$ cat config.mk
export PLATFORM = sky130hd
export DESIGN_NAME = wdog_keyed
export DESIGN_NICKNAME = d
export VERILOG_FILES = /design/src/rtl/wdog_pkg.sv /design/src/rtl/wdog_regs.sv /design/src/rtl/wdog_counter.sv /design/src/rtl/wdog_pulse.sv /design/src/rtl/wdog_keyed.sv
export SDC_FILE = /design/constraint.sdc
export NUM_CORES = 1
export LEC_CHECK = 0
export ABC_AREA = 1
export ABC_CLOCK_PERIOD_IN_PS = 6350
export BUFFER_PORTS_ARGS = -buffer_cell sky130_fd_sc_hd__buf_2
export CORE_ASPECT_RATIO = 1.5
export CORE_MARGIN = 5
export CORE_UTILIZATION = 63
export CTS_CLUSTER_SIZE = 8
export DETAILED_ROUTE_END_ITERATION = 6
export PLACE_DENSITY_LB_ADDON = 0.1
export RECOVER_POWER = 50
export SLEW_MARGIN = 20
export SYNTH_ARGS = -nofsm -noshare
export SYNTH_HDL_FRONTEND = slang
export SYNTH_SLANG_ARGS = --single-unit
$ cat constraint.sdc
create_clock -name clk -period 6.35 [get_ports clk]
set_input_delay 0.9525 -clock clk [delete_from_list [all_inputs] [get_ports clk]]
set_output_delay 0.9525 -clock clk [all_outputs]
set_load 0.005 [all_outputs]
$ cat src/rtl/wdog_pkg.sv
package wdog_pkg;
  localparam int WCODE_W = 3;
  localparam int SEL_W   = 4;
  localparam logic [7:0] KICK_KEY = 8'h76;

  typedef enum logic [2:0] {
    RI_CTRL  = 3'd0,
    RI_RANGE = 3'd1,
    RI_COUNT = 3'd2,
    RI_KICK  = 3'd3,
    RI_STAT  = 3'd4,
    RI_ACK   = 3'd5
  } reg_idx_e;

  typedef enum logic [1:0] {
    WD_IDLE,
    WD_RUN,
    WD_HOLD
  } wd_state_e;

  typedef struct packed {
    logic [WCODE_W-1:0] width;
    logic               mode;
    logic               en;
  } ctrl_t;
endpackage

$ cat src/rtl/wdog_regs.sv
module wdog_regs
  import wdog_pkg::*;
#(
  parameter int ADDR_W = 5,
  parameter int DATA_W = 32,
  parameter int CNT_W  = 32
) (
  input  logic              clk,
  input  logic              rst,
  input  logic              sel,
  input  logic              wr,
  input  logic [ADDR_W-1:0] addr,
  input  logic [DATA_W-1:0] wdata,
  input  logic [CNT_W-1:0]  cnt_i,
  input  logic              irq_i,
  output logic [DATA_W-1:0] rdata,
  output ctrl_t             ctrl_o,
  output logic [SEL_W-1:0]  run_sel_o,
  output logic [SEL_W-1:0]  init_sel_o,
  output logic              kick_o,
  output logic              ack_o
);
  localparam int IDX_W = ADDR_W - 2;

  logic [IDX_W-1:0]   idx;
  logic               wr_hit, rd_hit;
  logic [2*SEL_W-1:0] range_q;
  logic [DATA_W-1:0]  rd_mux;
  wire unused_bits = &{1'b0, wdata[DATA_W-1:8], addr[1:0]};

  assign idx    = addr[ADDR_W-1:2];
  assign wr_hit = sel & wr;
  assign rd_hit = sel & ~wr;

  assign run_sel_o  = range_q[SEL_W-1:0];
  assign init_sel_o = range_q[2*SEL_W-1:SEL_W];
  assign kick_o = wr_hit && (idx == IDX_W'(RI_KICK)) && (wdata[7:0] == KICK_KEY);
  assign ack_o  = rd_hit && (idx == IDX_W'(RI_ACK));

  always_comb begin
    rd_mux = '0;
    case (idx)
      IDX_W'(RI_CTRL):  rd_mux = DATA_W'(ctrl_o);
      IDX_W'(RI_RANGE): rd_mux = DATA_W'(range_q);
      IDX_W'(RI_COUNT): rd_mux = DATA_W'(cnt_i);
      IDX_W'(RI_STAT):  rd_mux = DATA_W'(irq_i);
      default:          rd_mux = '0;
    endcase
  end

  always_ff @(posedge clk) begin
    if (rst) begin
      ctrl_o  <= '0;
      range_q <= '0;
      rdata   <= '0;
    end else begin
      if (wr_hit && idx == IDX_W'(RI_CTRL)) begin
        ctrl_o.en    <= ctrl_o.en | wdata[0];
        ctrl_o.mode  <= wdata[1];
        ctrl_o.width <= wdata[2 +: WCODE_W];
      end
      if (wr_hit && idx == IDX_W'(RI_RANGE))
        range_q <= wdata[2*SEL_W-1:0];
      if (rd_hit)
        rdata <= rd_mux;
    end
  end

  p_enable_sticky_r2: assert property (@(posedge clk) disable iff (rst)
    $past(ctrl_o.en) |-> ctrl_o.en);
endmodule

$ cat src/rtl/wdog_counter.sv
module wdog_counter
  import wdog_pkg::*;
#(
  parameter int CNT_W    = 32,
  parameter int BASE_EXP = 16
) (
  input  logic             clk,
  input  logic             rst,
  input  logic             en,
  input  logic             mode,
  input  logic [SEL_W-1:0] run_sel,
  input  logic [SEL_W-1:0] init_sel,
  input  logic             kick,
  input  logic             ack,
  input  logic             pulse_busy,
  output logic [CNT_W-1:0] cnt_o,
  output logic             irq_o,
  output logic             fire_o
);
  wd_state_e        st;
  logic [CNT_W-1:0] run_top, init_top;
  logic             expire;

  function automatic logic [CNT_W-1:0] top_of(input logic [SEL_W-1:0] s);
    return (CNT_W'(1) << (BASE_EXP + int'(s))) - CNT_W'(1);
  endfunction

  assign run_top  = top_of(run_sel);
  assign init_top = top_of(init_sel);
  assign expire   = (st == WD_RUN) && (cnt_o == '0) && !kick;
  assign fire_o   = expire && (!mode || irq_o);

  always_ff @(posedge clk) begin
    if (rst) begin
      st    <= WD_IDLE;
      cnt_o <= '0;
      irq_o <= 1'b0;
    end else begin
      case (st)
        WD_IDLE: if (en) begin
          cnt_o <= init_top;
          st    <= WD_RUN;
        end
        WD_RUN: begin
          if (kick) begin
            cnt_o <= run_top;
            irq_o <= 1'b0;
          end else if (cnt_o == '0) begin
            if (fire_o) begin
              st    <= WD_HOLD;
              irq_o <= 1'b0;
            end else begin
              irq_o <= 1'b1;
              cnt_o <= run_top;
            end
          end else begin
            cnt_o <= cnt_o - CNT_W'(1);
            if (ack) irq_o <= 1'b0;
          end
        end
        WD_HOLD: if (!pulse_busy) begin
          cnt_o <= run_top;
          st    <= WD_RUN;
        end
        default: st <= WD_IDLE;
      endcase
    end
  end

  p_count_down_r4: assert property (@(posedge clk) disable iff (rst)
    (st == WD_RUN && cnt_o != '0 && !kick) |=> (cnt_o == $past(cnt_o) - CNT_W'(1)));
  p_kick_reload_r5: assert property (@(posedge clk) disable iff (rst)
    (st == WD_RUN && kick) |=> (cnt_o == $past(run_top) && !irq_o));
  p_irq_mode_r6: assert property (@(posedge clk) disable iff (rst)
    $rose(irq_o) |-> $past(mode));
  p_ack_clears_r9: assert property (@(posedge clk) disable iff (rst)
    (ack && st == WD_RUN && cnt_o != '0) |=> !irq_o);
  p_irq_low_hold_r10: assert property (@(posedge clk) disable iff (rst)
    (st == WD_HOLD) |-> !irq_o);
endmodule

$ cat src/rtl/wdog_pulse.sv
module wdog_pulse #(
  parameter int WCODE_W = 3
) (
  input  logic               clk,
  input  logic               rst,
  input  logic               start,
  input  logic [WCODE_W-1:0] code,
  output logic               busy
);
  localparam int LEFT_W = 1 << WCODE_W;

  logic [LEFT_W-1:0] left;
  logic [LEFT_W:0]   span;

  assign span = (LEFT_W+1)'(1) << (int'(code) + 1);

  always_ff @(posedge clk) begin
    if (rst) begin
      busy <= 1'b0;
      left <= '0;
    end else if (start && !busy) begin
      busy <= 1'b1;
      left <= LEFT_W'(span - (LEFT_W+1)'(1));
    end else if (busy) begin
      if (left == '0) busy <= 1'b0;
      else            left <= left - LEFT_W'(1);
    end
  end

  p_no_restart_r8: assert property (@(posedge clk) disable iff (rst)
    start |-> !busy);
endmodule

$ cat src/rtl/wdog_keyed.sv
module wdog_keyed
  import wdog_pkg::*;
#(
  parameter int ADDR_W   = 5,
  parameter int DATA_W   = 32,
  parameter int CNT_W    = 32,
  parameter int BASE_EXP = 16
) (
  input  logic              clk,
  input  logic              rst,
  input  logic              bus_sel,
  input  logic              bus_wr,
  input  logic [ADDR_W-1:0] bus_addr,
  input  logic [DATA_W-1:0] bus_wdata,
  output logic [DATA_W-1:0] bus_rdata,
  output logic              wdt_irq,
  output logic              wdt_rst_out
);
  ctrl_t            ctrl;
  logic [SEL_W-1:0] run_sel, init_sel;
  logic             kick, ack, fire;
  logic [CNT_W-1:0] cnt;

  wdog_regs #(.ADDR_W(ADDR_W), .DATA_W(DATA_W), .CNT_W(CNT_W)) u_regs (
    .clk(clk), .rst(rst), .sel(bus_sel), .wr(bus_wr), .addr(bus_addr),
    .wdata(bus_wdata), .cnt_i(cnt), .irq_i(wdt_irq), .rdata(bus_rdata),
    .ctrl_o(ctrl), .run_sel_o(run_sel), .init_sel_o(init_sel),
    .kick_o(kick), .ack_o(ack)
  );

  wdog_counter #(.CNT_W(CNT_W), .BASE_EXP(BASE_EXP)) u_cnt (
    .clk(clk), .rst(rst), .en(ctrl.en), .mode(ctrl.mode),
    .run_sel(run_sel), .init_sel(init_sel), .kick(kick), .ack(ack),
    .pulse_busy(wdt_rst_out), .cnt_o(cnt), .irq_o(wdt_irq), .fire_o(fire)
  );

  wdog_pulse #(.WCODE_W(WCODE_W)) u_pulse (
    .clk(clk), .rst(rst), .start(fire), .code(ctrl.width), .busy(wdt_rst_out)
  );
endmodule

======== Yosys cells after proc, flatten, opt, wreduce, memory -nomap -nowiden ========
Cells that the tools add are included.
Widths: inputs -> output; s select.
word-level totals
  register bits ........................... 89
  input bits .............................. 41
cells by class
  shifts and indexed selects .............. 3
  mux-type cells .......................... 23
  eq/ne operators ......................... 15
  add/subtract/negate cells ............... 8
  reduce and logical (&&, ||, !) cells .... 24
  bitwise operators ....................... 4
operators by type and width
  kind                   count
  $mux 32                5
  $pmux 32 s4            1
  $pmux 32 s3            1
  $shl 1x32->32 const A  2
  $sub 32x2->32 const B  2
  $logic_not 32->1       1
  $shl 1x32->8 const A   1
  $sub 32x1->32 const B  1
  $mux 8                 3
  $sub 8x1->8 const B    2
  $add 5x4->6 const A    2
  $mux 2                 5
  $logic_and 1x1->1      9
  $eq 8x7->1 const B     1
  $logic_not 8->1        1
  $ne 2x2->1 const B     4
  $mux 1                 7
  $eq 3x2->1 const B     2
  $eq 3x3->1 const B     2
  $pmux 2 s3             1
  $reduce_bool 3->1      2
  $reduce_and 5->1       1
  $add 3x1->4 const B    1
  $ne 2x1->1 const B     2
  14 further kinds       18

======== Longest topological paths before layout ========
Gate-level depths: netlist (run 1).
  word-level depth ........................ 10
  mapped depth ............................ 16

======== By module ========
A second synthesis (run 1) with hierarchy kept.
second synthesis, totals
  cell total of the unflattened synthesis .. 969
  area total of the unflattened synthesis .. 5975.7 um^2
by module, submodules not included
  module        instances  cells each  area an instance (um^2)
  wdog_counter  1          593         3392.0
  wdog_regs     1          251         1854.3
  wdog_pulse    1          125         729.4

======== Worst setup path after synthesis (run 1) ========
OpenSTA, ideal clock, no wires.
  path kind ............................... in2reg
  start ................................... input port bus_sel
  end ..................................... register u_pulse.left[4]
  path slack .............................. 3.917 ns
  setup time .............................. 0.113 ns
  cell stages on the path ................. 15
  arrival ................................. 2.320 ns
  required time ........................... 6.237 ns
  cell sequence ........................... nand2_1 -> nor2_1 -> nand2_1 -> nor2_4 -> nor2_4 -> nand3_4 -> nand2_1 -> nand2_1 -> ha_1 -> nand2_2 -> nor2_2 -> nand2_1 -> nand2_1 -> o21ai_1 -> inv_1
on the way
  cells in the longest elaborated chain, start to end .. 9
RTL lines
  item                                                              line                source
  start, declared                                                   wdog_keyed.sv:11    input logic bus_sel,
  $and 1x1->1 (*)                                                   wdog_regs.sv:32     assign wr_hit = sel & wr;
  $logic_and 1x1->1 (*) (2 in series)                               wdog_regs.sv:37     assign kick_o = wr_hit && (idx == IDX_W'(RI_KICK)) && (wdata[7:0] == KICK_KEY);
  $logic_not 1->1 (*)                                               wdog_counter.sv:30  assign expire = (st == WD_RUN) && (cnt_o == '0) && !kick;
  $logic_and 1x1->1 (*)                                             wdog_counter.sv:30
  $logic_and 1x1->1 (*)                                             wdog_counter.sv:31  assign fire_o = expire && (!mode || irq_o);
  $logic_and 1x1->1 (*)                                             wdog_pulse.sv:21    end else if (start && !busy) begin
  $ne 2x1->1 (no line) / $reduce_bool 2->1 (equally long branches)  -
  $reduce_and 2->1 (no line)                                        -
  end signal, assigned                                              wdog_pulse.sv:23    left <= LEFT_W'(span - (LEFT_W+1)'(1));
  end signal, assigned                                              wdog_pulse.sv:26    else left <= left - LEFT_W'(1);
  end, declared                                                     wdog_pulse.sv:12    logic [LEFT_W-1:0] left;
Mark *: on every way between the ends. The rest lies on a longest branch, timed or not.
A chain may end at the register's enable or synchronous reset.

======== Worst setup path after layout (run 1) ========
  start ................................... input port bus_wdata[0]
  end ..................................... register u_cnt.cnt_o[19]
on the way
  cells in the longest elaborated chain, start to end .. 7
RTL lines
  item                        line                source
  start, declared             wdog_keyed.sv:14    input logic [DATA_W-1:0] bus_wdata,
  $eq 8x7->1 (*)              wdog_regs.sv:37
  $logic_and 1x1->1 (*)       wdog_regs.sv:37
  $logic_not 1->1             wdog_counter.sv:30
  $logic_and 1x1->1           wdog_counter.sv:30
  $logic_and 1x1->1           wdog_counter.sv:31
  $ne 4x4->1 (no line)        -
  $reduce_and 4->1 (no line)  -
  end signal, assigned        wdog_counter.sv:41  cnt_o <= init_top;
  end signal, assigned        wdog_counter.sv:46  cnt_o <= run_top;
  end signal, assigned        wdog_counter.sv:54  cnt_o <= run_top;
  end, declared               wdog_counter.sv:16  output logic [CNT_W-1:0] cnt_o,
Marked as above.

==> impl_results.rst, run 1 <==
.. list-table::
   :header-rows: 1

   * - Metric
     - Value
   * - Run status
     - finished, final reports clean
   * - Unrepaired setup endpoints after global routing
     - no
   * - Placed Cells
     - 968
   * - Total detailed-routing wirelength
     - 16.2 mm
   * - Final hold violations
     - 0
   * - Slew at the pin closest to its max-slew limit
     - 1.23 ns
   * - Layout Cells excl Fill
     - a little under 1,000
   * - Final worst clock skew
     - 0.00932 ns
   * - Wire length per cell
     - between 15 and 20 um
   * - Leak
     - between 2 and 3 nW
   * - Clock edge transition at the registers on the reported setup and hold paths
     - roughly 0.06 ns
   * - Number of setup buffers added after CTS
     - 0
   * - Highest Clock Rate
     - 283 MHz
   * - Simple-gate portion of the synthesized area
     - 30.8%
   * - Per-instance average area after synthesis
     - ~6.5 um^2
   * - DRC violation count after routing
     - 0
   * - Net count reported at finish
     - 924
   * - Count of synthesis-stage warnings from yosys
     - 0
   * - Category of cells accounting for the largest share of critical-path delay
     - simple AND/OR/NAND/NOR gates
   * - Die area
     - ~11,000 um^2
   * - Via count of the first global-routing pass
     - 5,496
   * - # setup viols final
     - 0
   * - Max clock buf depth
     - 2
   * - I/O pin total
     - 75
   * - Share of the synthesized area in compound gates (AO/OA/AOI/OAI)
     - approximately 22%
   * - Multi-input gate area in the final layout
     - 3200 um^2
   * - Post-cts resize count
     - 0
   * - Post-synthesis sequential area ratio
     - between 30% and 40%
   * - Die Wd
     - approximately 86 um
   * - CP required
     - about 6.6 ns
   * - Shortest clock period the worst path allows after layout
     - about 3.5 ns
   * - Worst Setup Start Kind
     - input port
   * - Arithmetic-cell share of the synthesized area counting full adders, half adders and majority gates
     - under 10%
   * - Fraction of final layout cells with drive strength greater than 1
     - about a tenth
   * - Core outline area
     - roughly 8500 um^2
   * - Via density
     - 5.93
   * - Number of nets produced by synthesis
     - between 800 and 900
   * - Number of cells on the critical path
     - 11
   * - Distinct cells, synth
     - 39
   * - Seq cells post-synth
     - 89
   * - Height of the die
     - between 100 and 150 um
   * - Total standard cell area after synthesis
     - about 5500 um^2
   * - Dominant combinational cell family by area after synthesis
     - simple AND/OR/NAND/NOR gates
   * - Hold crit path type
     - flip-flop to flip-flop
   * - Reg2Reg Depth
     - 8
   * - Period utilization
     - between 50 and 60%
   * - Antenna diode count
     - 0
   * - Number of cell rows
     - between 40 and 50
   * - Post-Route Hold Slack
     - ~0.46 ns
   * - Wire length of the first global-routing pass
     - roughly 26 mm
   * - Hold-fix buffer count after cts
     - 0
   * - Seq. cell area
     - about 1800 um^2
   * - Count of pins over their slew limit
     - 0
   * - Initial antenna violation count
     - 0
   * - Fill cell instance count of the final layout
     - between 700 and 800
   * - H-tree depth
     - 3
   * - Total power per unit cell area
     - approximately 380 nW/um^2
   * - Nature of the critical path endpoint
     - flip-flop
   * - Maximum number of pins on one net before global-route repair
     - 58
   * - TritonCTS Buffers
     - 9
   * - Flip-flop cell with the highest count after synthesis
     - dfxtp_1
   * - Remaining Overflow, GRT
     - 0
   * - Total number of vias
     - roughly 6,000
   * - Total non-filler cell area in the finished layout
     - between 6000 and 7000 um^2
   * - Effective utilization at floorplan
     - 64.5%
   * - Gp weighted congestion
     - around 0.96
   * - Max-cap violations
     - 0
   * - Count of buffering cells on the critical path with inverters included
     - 2
   * - Largest fanout on the critical path
     - 31
   * - GRT Total Usage
     - a little under a third
   * - Synth async-reset ratio
     - 0%
   * - Critical path cell sequence
     - buf_2 -> nor2_1 -> nand3_1 -> nor3_1 -> nand2_1 -> nand4_1 -> nand2_1 -> inv_1 -> o21ai_0 -> a21oi_1 -> nor2_1
   * - Master of the slowest instance on the critical path
     - inv_1
   * - Post-DRT Antenna Nets
     - 0
   * - Starting DRT DRC Count
     - a little under 500
   * - Placed inst area
     - 5740 um^2
   * - Number of stages on the worst hold path
     - 2
   * - Synth Area in XOR/XNOR
     - under 10%
   * - Largest stage delay on the critical path
     - 0.88 ns
   * - Multiplexer fraction of the synthesized cell area
     - 0%
   * - Gate Count Post-Synth
     - ~840
   * - Root buffer selected by CTS
     - clkbuf_16
   * - Buffers on Ports
     - 48
   * - Max_slew headroom
     - between 10% and 20%
   * - Worst ir drop on vdd
     - slightly below 0.3 mV
   * - Post-synth EDFFs
     - 0
   * - Area Overhead vs Synth
     - 10.4%
   * - Detailed Routing Iterations Pass 1
     - 5
   * - Worst-skew pair later-pin latency
     - 0.35 ns
   * - Clk sinks
     - 89
   * - TritonCTS clock tree
     - built
   * - HPWL reported at the end of detailed placement
     - around 12 mm
   * - Critical setup path kind
     - input port to flip-flop
   * - Setup TNS after final layout
     - 0 ns
   * - Critical path data arrival time
     - approximately 3.8 ns
## placed cells by master (no fill, tap or decap), drive strengths merged
cell / instances
clkinv: 9
o31ai: 3
or4: 1
inv: 88
nor2: 110
dfxtp: 89
ha: 10
a211oi: 3
nand3: 43
nand4: 14
nand3b: 1
o21ai: 111
nand2: 178
xor2: 16
bufinv: 1
nor3b: 1
a21o: 1
nor3: 13
a31oi: 4
buf: 27
or2: 3
o221ai: 2
nor4: 1
clkinvlp: 1
clkbuf: 36
xnor2: 5
a21oi: 92
o22ai: 11
o211ai: 2
o21bai: 2
## where the power goes
group	switching, W	internal, W	total [W]
combinational	0.000661	0.000296	0.000958
clock	0.000225	0.000327	0.000552
sequential	0.000132	0.000651	0.000783
## worst register-to-register path, delay by kind of cell, from the launching register on
kind	cells	cell delay, ns
flip-flops	1	0.33
buffers and inverters	2	0.75
AND/OR/NAND/NOR	2	0.82
AO/OA/AOI/OAI	3	0.61
adder cells (fa/ha/maj)	1	0.79
## cell usage after synthesis (4+ instances only)
master	number	share of area, %
clkinv_1	6	0.41
nand3_1	42	3.8
nor2_2	18	2.1
inv_1	86	5.9
clkbuf_1	25	1.7
o21ai_0	103	9.4
nand4_1	14	1.6
nor2_1	85	5.8
ha_1	10	2.3
a31oi_1	4	0.46
xor2_1	16	2.6
xnor2_1	5	0.80
a21oi_1	92	8.4
o21ai_1	8	0.73
nand2_1	162	11
dfxtp_1	89	33
o22ai_1	11	1.3
nor2_4	6	1.2
nor3_1	11	1.0
nand2_2	13	1.5
## path summary, 6_finish.rpt
path	startpoint	to	slack, ns
worst min-delay path	u_regs.rdata[5]$_SDFFE_PP0P_	u_regs.rdata[5]$_SDFFE_PP0P_	0.46
worst max register to register	u_cnt.st[1]$_SDFFE_PP0P_	u_cnt.cnt_o[20]$_SDFFE_PP0P_	2.97
worst max-delay path	bus_wdata[0]	u_cnt.cnt_o[19]$_SDFFE_PP0P_	2.82
worst min register to register	u_regs.rdata[5]$_SDFFE_PP0P_	u_regs.rdata[5]$_SDFFE_PP0P_	0.46
## through the flow
step	total power (W)	util, %	setup WS (ns)
2_1_floorplan	0.00149	-	3.92
3_3_place_gp	0.00169	67.8	2.67
3_5_place_dp	0.00172	67.8	2.63
4_1_cts	0.00228	71.5	2.97
5_1_grt	0.00243	71.2	2.67
6_report	0.00229	71.2	2.82
## sequential cells by signal, summed over array words and instances (netlist names)
name            cells
u_cnt.cnt_o        32
u_cnt.st            2
u_regs.rdata       32
u_regs.range_q      8
u_regs.ctrl_o       5
u_cnt.irq_o         1
u_pulse.busy        1
u_pulse.left        8
## kinds of logic after synthesis
logic type | Yosys count
and+or+nand+nor | 365
AOI/OAI and AO/OA | 231
buffers and inverters | 125
DFF | 89
xor gates and xnor gates | 21
adders and majority gates | 10
## area by class of cell
type | instances | area share, %
clock inverters | 4 | 0.851
inverters | 95 | 5.93
flip-flops and latches | 89 | 29.5
repair buffers | 51 | 4.05
multi-input cells | 627 | 53.1
clock buffers | 12 | 4.25
well taps | 107 | 2.22
## routing by layer
layer / GRT usage [%] / share of wire [%] / vias up
li1: - / - / 2843
met1: 34.8 / 37 / 2666
met2: 55.0 / 50 / 264
met3: 4.57 / 7.3 / 71
met4: 19.3 / 5.9 / 0
met5: 0 / 0 / -
Note: power is estimated with default switching activity, not from simulation.
==> run 2: changes to the inputs <==
Settings changed: ABC_CLOCK_PERIOD_IN_PS 6350 to 3450, CORE_UTILIZATION 63 to 58.
Clock period 6.35 ns to 3.45 ns, I/O delays scaled along.
==> run 2 against run 1 <==
Against the previous run:
- clock power up 70%
- clock skew about the same
- count of clock-buffer cells in the layout fell by 2
- total power is 82% higher
- utilization decreased by 5.8 points
==> impl_results.rst, run 2 (synthesized netlist as in run 1, its figures left out) <==
.. list-table::
   :header-rows: 1

   * - Metric
     - Value
   * - Remaining Overflow, GRT
     - 0
   * - Buffers on Ports
     - between 40 and 50
   * - Number of cell rows
     - 43
   * - Net switching fraction of the power
     - between 40 and 50%
   * - Max-cap violations
     - 0
   * - Total number of vias
     - 5,780
   * - Period utilization
     - approximately four fifths
   * - Final worst clock skew
     - slightly above 0.009 ns
   * - Largest fanout on the critical path
     - 18
   * - Unrepaired setup endpoints after global routing
     - no
   * - Antenna diode count
     - 0
   * - I/O pin total
     - 75
   * - Leak
     - 2.53 nW
   * - Tot Pwr
     - between 0.004 and 0.005 W
   * - Nature of the critical path endpoint
     - flip-flop
   * - Reg-to-Reg End
     - u_cnt.cnt_o[14]$_SDFFE_PP0P_
   * - Gp weighted congestion
     - 0.985
   * - Most common cell after layout, fill and taps aside
     - nand2_1
   * - Leading cell types in the layout, fill and taps excluded
     - nand2_1 (162), o21ai_0 (103), a21oi_1 (92), dfxtp_1 (89), inv_1 (86)
   * - Post-DRT Antenna Nets
     - 0
   * - Number of stages on the worst hold path
     - 2
   * - Sequential share of power
     - between 30 and 40%
   * - Reg2Reg Depth
     - 12
   * - Busiest layer in global routing
     - met2
   * - Wire length of the first global-routing pass
     - 26.5 mm
   * - Worst Setup Start Kind
     - flip-flop
   * - Run status
     - finished, final reports clean
   * - Detailed Routing Iterations Pass 1
     - 5
   * - Setup TNS after final layout
     - 0 ns
   * - Root buffer selected by CTS
     - clkbuf_16
   * - Placed inst area
     - 5810 um^2
   * - # setup viols final
     - 0
   * - DRC violation count after routing
     - 0
   * - Fraction of power consumed by the clock network
     - 22.5%
   * - Worst-skew pair later-pin latency
     - about 0.35 ns
   * - Total non-filler cell area in the finished layout
     - just over 6000 um^2
   * - Total detailed-routing wirelength
     - 16.1 mm
   * - Fraction of final layout cells with drive strength greater than 1
     - between 10% and 20%
   * - Placed Cells
     - 982
   * - HPWL reported at the end of detailed placement
     - about 12 mm
   * - Hold crit path type
     - flip-flop to flip-flop
   * - Shortest clock period the worst path allows after layout
     - roughly 2.8 ns
   * - TritonCTS clock tree
     - built
   * - Global-route track usage on met3
     - ~4.6%
   * - Number of setup buffers added after CTS
     - 0
   * - GRT Total Usage
     - 29.5%
   * - Effective utilization at floorplan
     - 59.0%
   * - Met2 capacity usage during global routing
     - between 50 and 60%
   * - Highest Clock Rate
     - ~360 MHz
   * - Die area
     - about 11,000 um^2
   * - Layout Cells excl Fill
     - between 900 and 1,000
   * - Area Overhead vs Synth
     - 10.9%
   * - Fill cell instance count of the final layout
     - between 800 and 900
   * - CP required
     - about 3.6 ns
   * - Starting DRT DRC Count
     - about 380
   * - Height of the die
     - ~130 um
   * - Maximum number of pins on one net before global-route repair
     - 57
   * - Via count of the first global-routing pass
     - 5,657
   * - Initial antenna violation count
     - 0
   * - Combinational power share
     - between 40% and 50%
   * - H-tree depth
     - 3
   * - Final hold violations
     - 0
   * - Wire length per cell
     - between 15 and 20 um
   * - Met1 global-route usage
     - 33.0%
   * - Post-cts resize count
     - 0
   * - Hold-fix buffer count after cts
     - 0
   * - Critical setup path kind
     - flip-flop to flip-flop
   * - HP Start
     - u_regs.rdata[3]$_SDFFE_PP0P_
   * - TritonCTS Buffers
     - 9
   * - Max clock buf depth
     - 2
   * - Total power per unit cell area
     - between 600 and 700 nW/um^2
   * - Max_slew headroom
     - a little over 8%
   * - Via density
     - about 5.8
   * - Count of pins over their slew limit
     - 0
   * - Core outline area
     - between 9000 and 10,000 um^2
   * - Clk sinks
     - between 80 and 90
   * - Die Wd
     - about 89 um
   * - Clock edge transition at the registers on the reported setup and hold paths
     - 0.07 ns
   * - Worst ir drop on vdd
     - 0.415 mV
   * - Worst r2r src
     - u_cnt.cnt_o[17]$_SDFFE_PP0P_
   * - Net count reported at finish
     - 932
   * - End point of the worst hold path
     - u_regs.rdata[3]$_SDFFE_PP0P_
   * - Post-Route Hold Slack
     - between 0.4 and 0.5 ns
   * - Cell-internal power
     - about 0.0023 W
   * - Switching pwr
     - around 0.0019 W
   * - Top flop regs
     - u_cnt.cnt_o: 32 flops, u_regs.rdata: 32 flops
   * - Setup slack of the worst register-to-register path
     - 0.70 ns
   * - Slew at the pin closest to its max-slew limit
     - 1.38 ns
   * - Critical path data arrival time
     - a little under 3 ns
==> run 2: cell count changes in the layout (fill, tap and decap cells not counted), sizes merged <==
cell / delta
clkinvlp: +1
bufinv: -1
buf: +6
inv: +1
clkinv: +1
==> run 2: worst max path at each step <==
stage	from	endpoint	slack [ns]	cells past startpoint
after floorplan	u_cnt.st[1]$_SDFFE_PP0P_	u_pulse.left[4]$_SDFFE_PP0P_	1.34	15
after global placement	u_cnt.cnt_o[17]$_SDFFE_PP0P_	u_cnt.cnt_o[14]$_SDFFE_PP0P_	0.83	12
after detailed placement	u_cnt.cnt_o[17]$_SDFFE_PP0P_	u_cnt.cnt_o[9]$_SDFFE_PP0P_	0.76	12
after CTS	u_cnt.cnt_o[17]$_SDFFE_PP0P_	u_cnt.cnt_o[13]$_SDFFE_PP0P_	0.74	12
after global routing	u_cnt.cnt_o[17]$_SDFFE_PP0P_	u_cnt.cnt_o[9]$_SDFFE_PP0P_	0.44	12
final	u_cnt.cnt_o[17]$_SDFFE_PP0P_	u_cnt.cnt_o[14]$_SDFFE_PP0P_	0.70	12
==> run 2: stage by stage <==
step           utilization [%]  setup WS, ns
2_1_floorplan                -          1.34
3_3_place_gp              62.8         0.827
3_5_place_dp              62.8         0.756
4_1_cts                   65.9         0.741
5_1_grt                   65.5         0.443
6_report                  65.5         0.699
==> run 2: routing by layer <==
metal	wire, um	vias to the layer above
met5	0	-
met4	950	0
met3	857	63
met2	8070	200
met1	6210	2658
li1	-	2859
==> run 2: power by group through the flow <==
stage | Combinational [W] | Sequential (W) | Clock (W)
after floorplan | 0.00136 | 0.00138 | 0
after global placement | 0.00176 | 0.00143 | 0
after detailed placement | 0.00180 | 0.00143 | 0
after CTS | 0.00182 | 0.00141 | 0.000949
after global routing | 0.00206 | 0.00144 | 0.000992
final | 0.00183 | 0.00141 | 0.000939
==> run 2: worst max-delay path: stages, from the launching register on <==
cell     delay (ns)
dfxtp_1        0.35
nor2_1         0.32
nand2_1        0.17
nor2_1         0.11
nand4_1        0.09
nor2_1         0.25
nand4_1        0.15
nand2_1        0.14
buf_4          0.24
inv_1          0.25
buf_4          0.27
o21ai_0        0.19
a21oi_1        0.06
==> run 2: cell type report <==
| class | instances | area (um^2) | share of cell area, % |
|---|---|---|---|
| clock inverter | 6 | 42.5 | 0.702 |
| inverter | 95 | 358 | 5.91 |
| multi-input combinational | 627 | 3210 | 53.0 |
| sequential | 89 | 1780 | 29.4 |
| timing repair buffer | 59 | 285 | 4.71 |
| clock buffer | 10 | 239 | 3.94 |
| tap | 112 | 140 | 2.31 |
==> run 3: changes to the inputs <==
Settings changed: ABC_AREA 1 to 0, ABC_CLOCK_PERIOD_IN_PS 3450 to 2900.
Clock period 3.45 ns to 2.9 ns, I/O delays scaled along.
==> run 3 against run 2 <==
Against the previous run:
- total power grew 23%
- synthesized cell count shrank 22%
- utilization grew 1.8 points
- worst hold slack lost 0.086 ns
- cell count shrank 17%
- combinational power grew 33%
- setup slack lost 0.45 ns
- sequential share of layout area shrank 0.44 points
- critical path depth grew 1
- register-to-register slack lost 0.45 ns
- routed wire length shrank 4.3%
- synthesized area shrank 2.4%
==> impl_results.rst, run 3 <==
.. list-table::
   :header-rows: 1

   * - Metric
     - Value
   * - Run status
     - finished, final reports clean
   * - Leading cell types in the layout, fill and taps excluded
     - nor2_1 (113), dfxtp_1 (88), buf_4 (47), a22oi_1 (35), o21ai_0 (34)
   * - Share of the core filled with cells in the final layout
     - between 60 and 70%
   * - Via density
     - between 6 and 7
   * - Detailed Routing Iterations Pass 1
     - 6
   * - Flip-flop cell with the highest count after synthesis
     - dfxtp_1
   * - Maximum number of pins on one net before global-route repair
     - 50
   * - GRT Total Usage
     - roughly 28%
   * - Cell-internal power
     - approximately 0.003 W
   * - Final worst clock skew
     - ~0.007 ns
   * - Max_slew headroom
     - between 20% and 30%
   * - Worst-skew pair later-pin latency
     - roughly 0.35 ns
   * - Shortest clock period the worst path allows after layout
     - ~2.7 ns
   * - Clk sinks
     - 89
   * - Number of stages on the worst hold path
     - 3
   * - Net switching fraction of the power
     - between 40% and 50%
   * - Met3 WL post-DR
     - ~770 um
   * - Per-instance average area after synthesis
     - between 8 and 9 um^2
   * - Reg-to-Reg End
     - u_pulse.left[6]$_SDFFE_PP0P_
   * - Via count of the first global-routing pass
     - 5,075
   * - Wire length of the first global-routing pass
     - 24.9 mm
   * - # setup viols final
     - 0
   * - Total standard cell area after synthesis
     - about 5300 um^2
   * - DRT met1 WL
     - roughly 6.3 mm
   * - Max-cap violations
     - 0
   * - Worst r2r src
     - u_cnt.cnt_o[0]$_SDFFE_PP0P_
   * - Number of nets produced by synthesis
     - between 700 and 800
   * - Seq cells post-synth
     - ~90
   * - H-tree depth
     - 3
   * - I/O pin total
     - 75
   * - Unrepaired setup endpoints after global routing
     - no
   * - CP required
     - between 3 and 4 ns
   * - DRC violation count after routing
     - 0
   * - Root buffer selected by CTS
     - clkbuf_16
   * - End point of the worst hold path
     - u_regs.range_q[7]$_SDFFE_PP0P_
   * - Post-synthesis sequential area ratio
     - roughly a third
   * - Critical setup path kind
     - flip-flop to flip-flop
   * - Distinct cells, synth
     - 70
   * - Critical path data arrival time
     - between 2 and 3 ns
   * - Most common cell after layout, fill and taps aside
     - nor2_1
   * - Die area
     - around 11,000 um^2
   * - Highest Clock Rate
     - 377 MHz
   * - Leak
     - 2.38 nW
   * - Tot Pwr
     - between 0.005 and 0.006 W
   * - Core outline area
     - slightly above 9000 um^2
   * - Nature of the critical path endpoint
     - flip-flop
   * - Top flop regs
     - u_cnt.cnt_o: 32 flops, u_regs.rdata: 32 flops
   * - Cell taking the most area after synthesis
     - dfxtp_1
   * - Height of the die
     - around 130 um
   * - Worst ir drop on vdd
     - roughly 0.55 mV
   * - Period utilization
     - 91.5%
   * - Die Wd
     - ~88 um
   * - Effective utilization at floorplan
     - ~58%
   * - Max clock buf depth
     - 2
   * - Wire length per cell
     - around 19 um
   * - Total number of vias
     - roughly 5,300
   * - Setup slack of the worst register-to-register path
     - between 0.2 and 0.25 ns
   * - Clock edge transition at the registers on the reported setup and hold paths
     - roughly 0.060 ns
   * - TritonCTS clock tree
     - built
   * - Gp weighted congestion
     - approximately 0.94
   * - Total non-filler cell area in the finished layout
     - between 6000 and 7000 um^2
   * - Count of synthesis-stage warnings from yosys
     - 0
   * - Gate Count Post-Synth
     - between 600 and 700
   * - Total detailed-routing wirelength
     - 15.4 mm
   * - Total power per unit cell area
     - 836 nW/um^2
   * - Antenna diode count
     - 0
   * - Top sig layer
     - met4
   * - Slew at the pin closest to its max-slew limit
     - 1.09 ns
   * - Initial antenna violation count
     - 0
   * - Hold crit path type
     - input port to flip-flop
   * - Share of the synthesized area in the top cell type
     - between 30% and 40%
   * - Post-synth EDFFs
     - 0
   * - Worst Setup Start Kind
     - flip-flop
   * - Top cells by instance count after synthesis
     - nor2_1 (113), dfxtp_1 (89), clkbuf_1 (38)
   * - Largest cells by area after synthesis
     - dfxtp_1 (33%), nor2_1 (8.0%), a22oi_1 (4.9%)
   * - Fraction of final layout cells with drive strength greater than 1
     - 17.2%
   * - Net count reported at finish
     - 762
   * - Largest fanout on the critical path
     - 5
   * - Remaining Overflow, GRT
     - 0
   * - HPWL reported at the end of detailed placement
     - 11.2 mm
   * - Buffers on Ports
     - 48
   * - Fraction of power consumed by the clock network
     - between 20 and 25%
   * - Routed wire length on met2
     - just under 8 mm
   * - TritonCTS Buffers
     - 9
   * - Setup TNS after final layout
     - 0 ns
   * - Final hold violations
     - 0
   * - Sequential share of power
     - between 20% and 30%
   * - Most common cell in the netlist
     - nor2_1
   * - Placed inst area
     - 5840 um^2
   * - HP Start
     - bus_wdata[7]
   * - Count of pins over their slew limit
     - 0
   * - Synth async-reset ratio
     - 0%
   * - Number of cell rows
     - between 40 and 50
   * - Post-Route Hold Slack
     - 0.379 ns
   * - Switching pwr
     - roughly 0.0021 W
   * - Area Overhead vs Synth
     - 15.4%
   * - Post-DRT Antenna Nets
     - 0
   * - Starting DRT DRC Count
     - 390
   * - Reg2Reg Depth
     - 13
   * - Combinational power share
     - 47.4%
==> run 3: changes by cell type in the layout (fill, tap and decap cells not counted), moves of 35 or more <==
cell | before | now
inv_1 | 86 | 17
a21oi_1 | 92 | 32
nand2_1 | 162 | 28
o21ai_0 | 103 | 34
buf_4 | 9 | 47
a22oi_1 | 0 | 35
==> run 3: power groups by stage <==
stage                     Combinational (W)  Clock, W  Sequential (W)
after global routing                0.00261   0.00133         0.00146
final                               0.00244   0.00126         0.00145
after detailed placement            0.00234         0         0.00147
after CTS                           0.00235   0.00128         0.00144
after global placement              0.00230         0         0.00146
after floorplan                     0.00167         0         0.00145
==> run 3: critical path: stages (launching register included) <==
cell      delay, ns
dfxtp_2        0.35
inv_2          0.09
ha_1           0.17
nor4b_4        0.21
and4_4         0.29
nand2_4        0.09
nor4_4         0.24
mux2i_1        0.24
ha_2           0.20
nor3b_4        0.23
nand3_2        0.10
xnor2_1        0.15
nor2_1         0.06
a211oi_1       0.15
==> run 3: timing repair <==
action,4_1_cts,5_1_grt
gates resized for setup,0,2
buffers inserted,0,3
hold buffers,0,0
setup endpoints to repair,0,3
endpoints found under the hold margin,0,0
==> run 3: metal layers <==
metal	GRT usage, %	vias to the layer above
met5	0	-
met4	15.3	0
met3	3.29	56
met2	46.6	192
met1	34.4	2503
li1	-	2516
==> run 3: how the worst max path moves through the flow <==
stage / start / end / cells past startpoint
finish: u_cnt.cnt_o[0]$_SDFFE_PP0P_ / u_pulse.left[6]$_SDFFE_PP0P_ / 13
floorplan: u_cnt.cnt_o[15]$_SDFFE_PP0P_ / u_pulse.left[6]$_SDFFE_PP0P_ / 14
global route: u_cnt.cnt_o[0]$_SDFFE_PP0P_ / u_pulse.left[6]$_SDFFE_PP0P_ / 13
detailed placement: u_cnt.cnt_o[11]$_SDFFE_PP0P_ / u_pulse.left[6]$_SDFFE_PP0P_ / 11
CTS: u_cnt.cnt_o[11]$_SDFFE_PP0P_ / u_pulse.left[6]$_SDFFE_PP0P_ / 11
global placement: u_cnt.cnt_o[9]$_SDFFE_PP0P_ / u_pulse.left[6]$_SDFFE_PP0P_ / 11
==> run 3: per-stage QoR <==
step | setup slack, ns | cells
final | 0.247 | 828
after global routing | 0.0122 | 828
after CTS | 0.0422 | 825
after detailed placement | 0.0921 | 809
after global placement | 0.158 | 809
after floorplan | -0.0491 | 660
==> run 3: final cells by class <==
type | count | area [um^2]
clock buffer | 10 | 229
timing repair buffer | 97 | 576
fill | 805 | 2990
clock inverter | 6 | 91.3
tap | 112 | 140
multi-input combinational | 495 | 3260
inverter | 19 | 71.3
sequential | 89 | 1780
==> run 3: logic make-up (layout without fill, tap and decap cells) <==
family,count (synthesis),after routing,synth area share (%)
buffers and inverters,76,132,6.22
muxes,20,20,3.75
AOI/OAI and AO/OA,181,181,24.1
xor gates and xnor gates,21,21,3.45
DFF,89,89,33.4
and+or+nand+nor,263,263,26.8
adders and majority gates,10,10,2.35
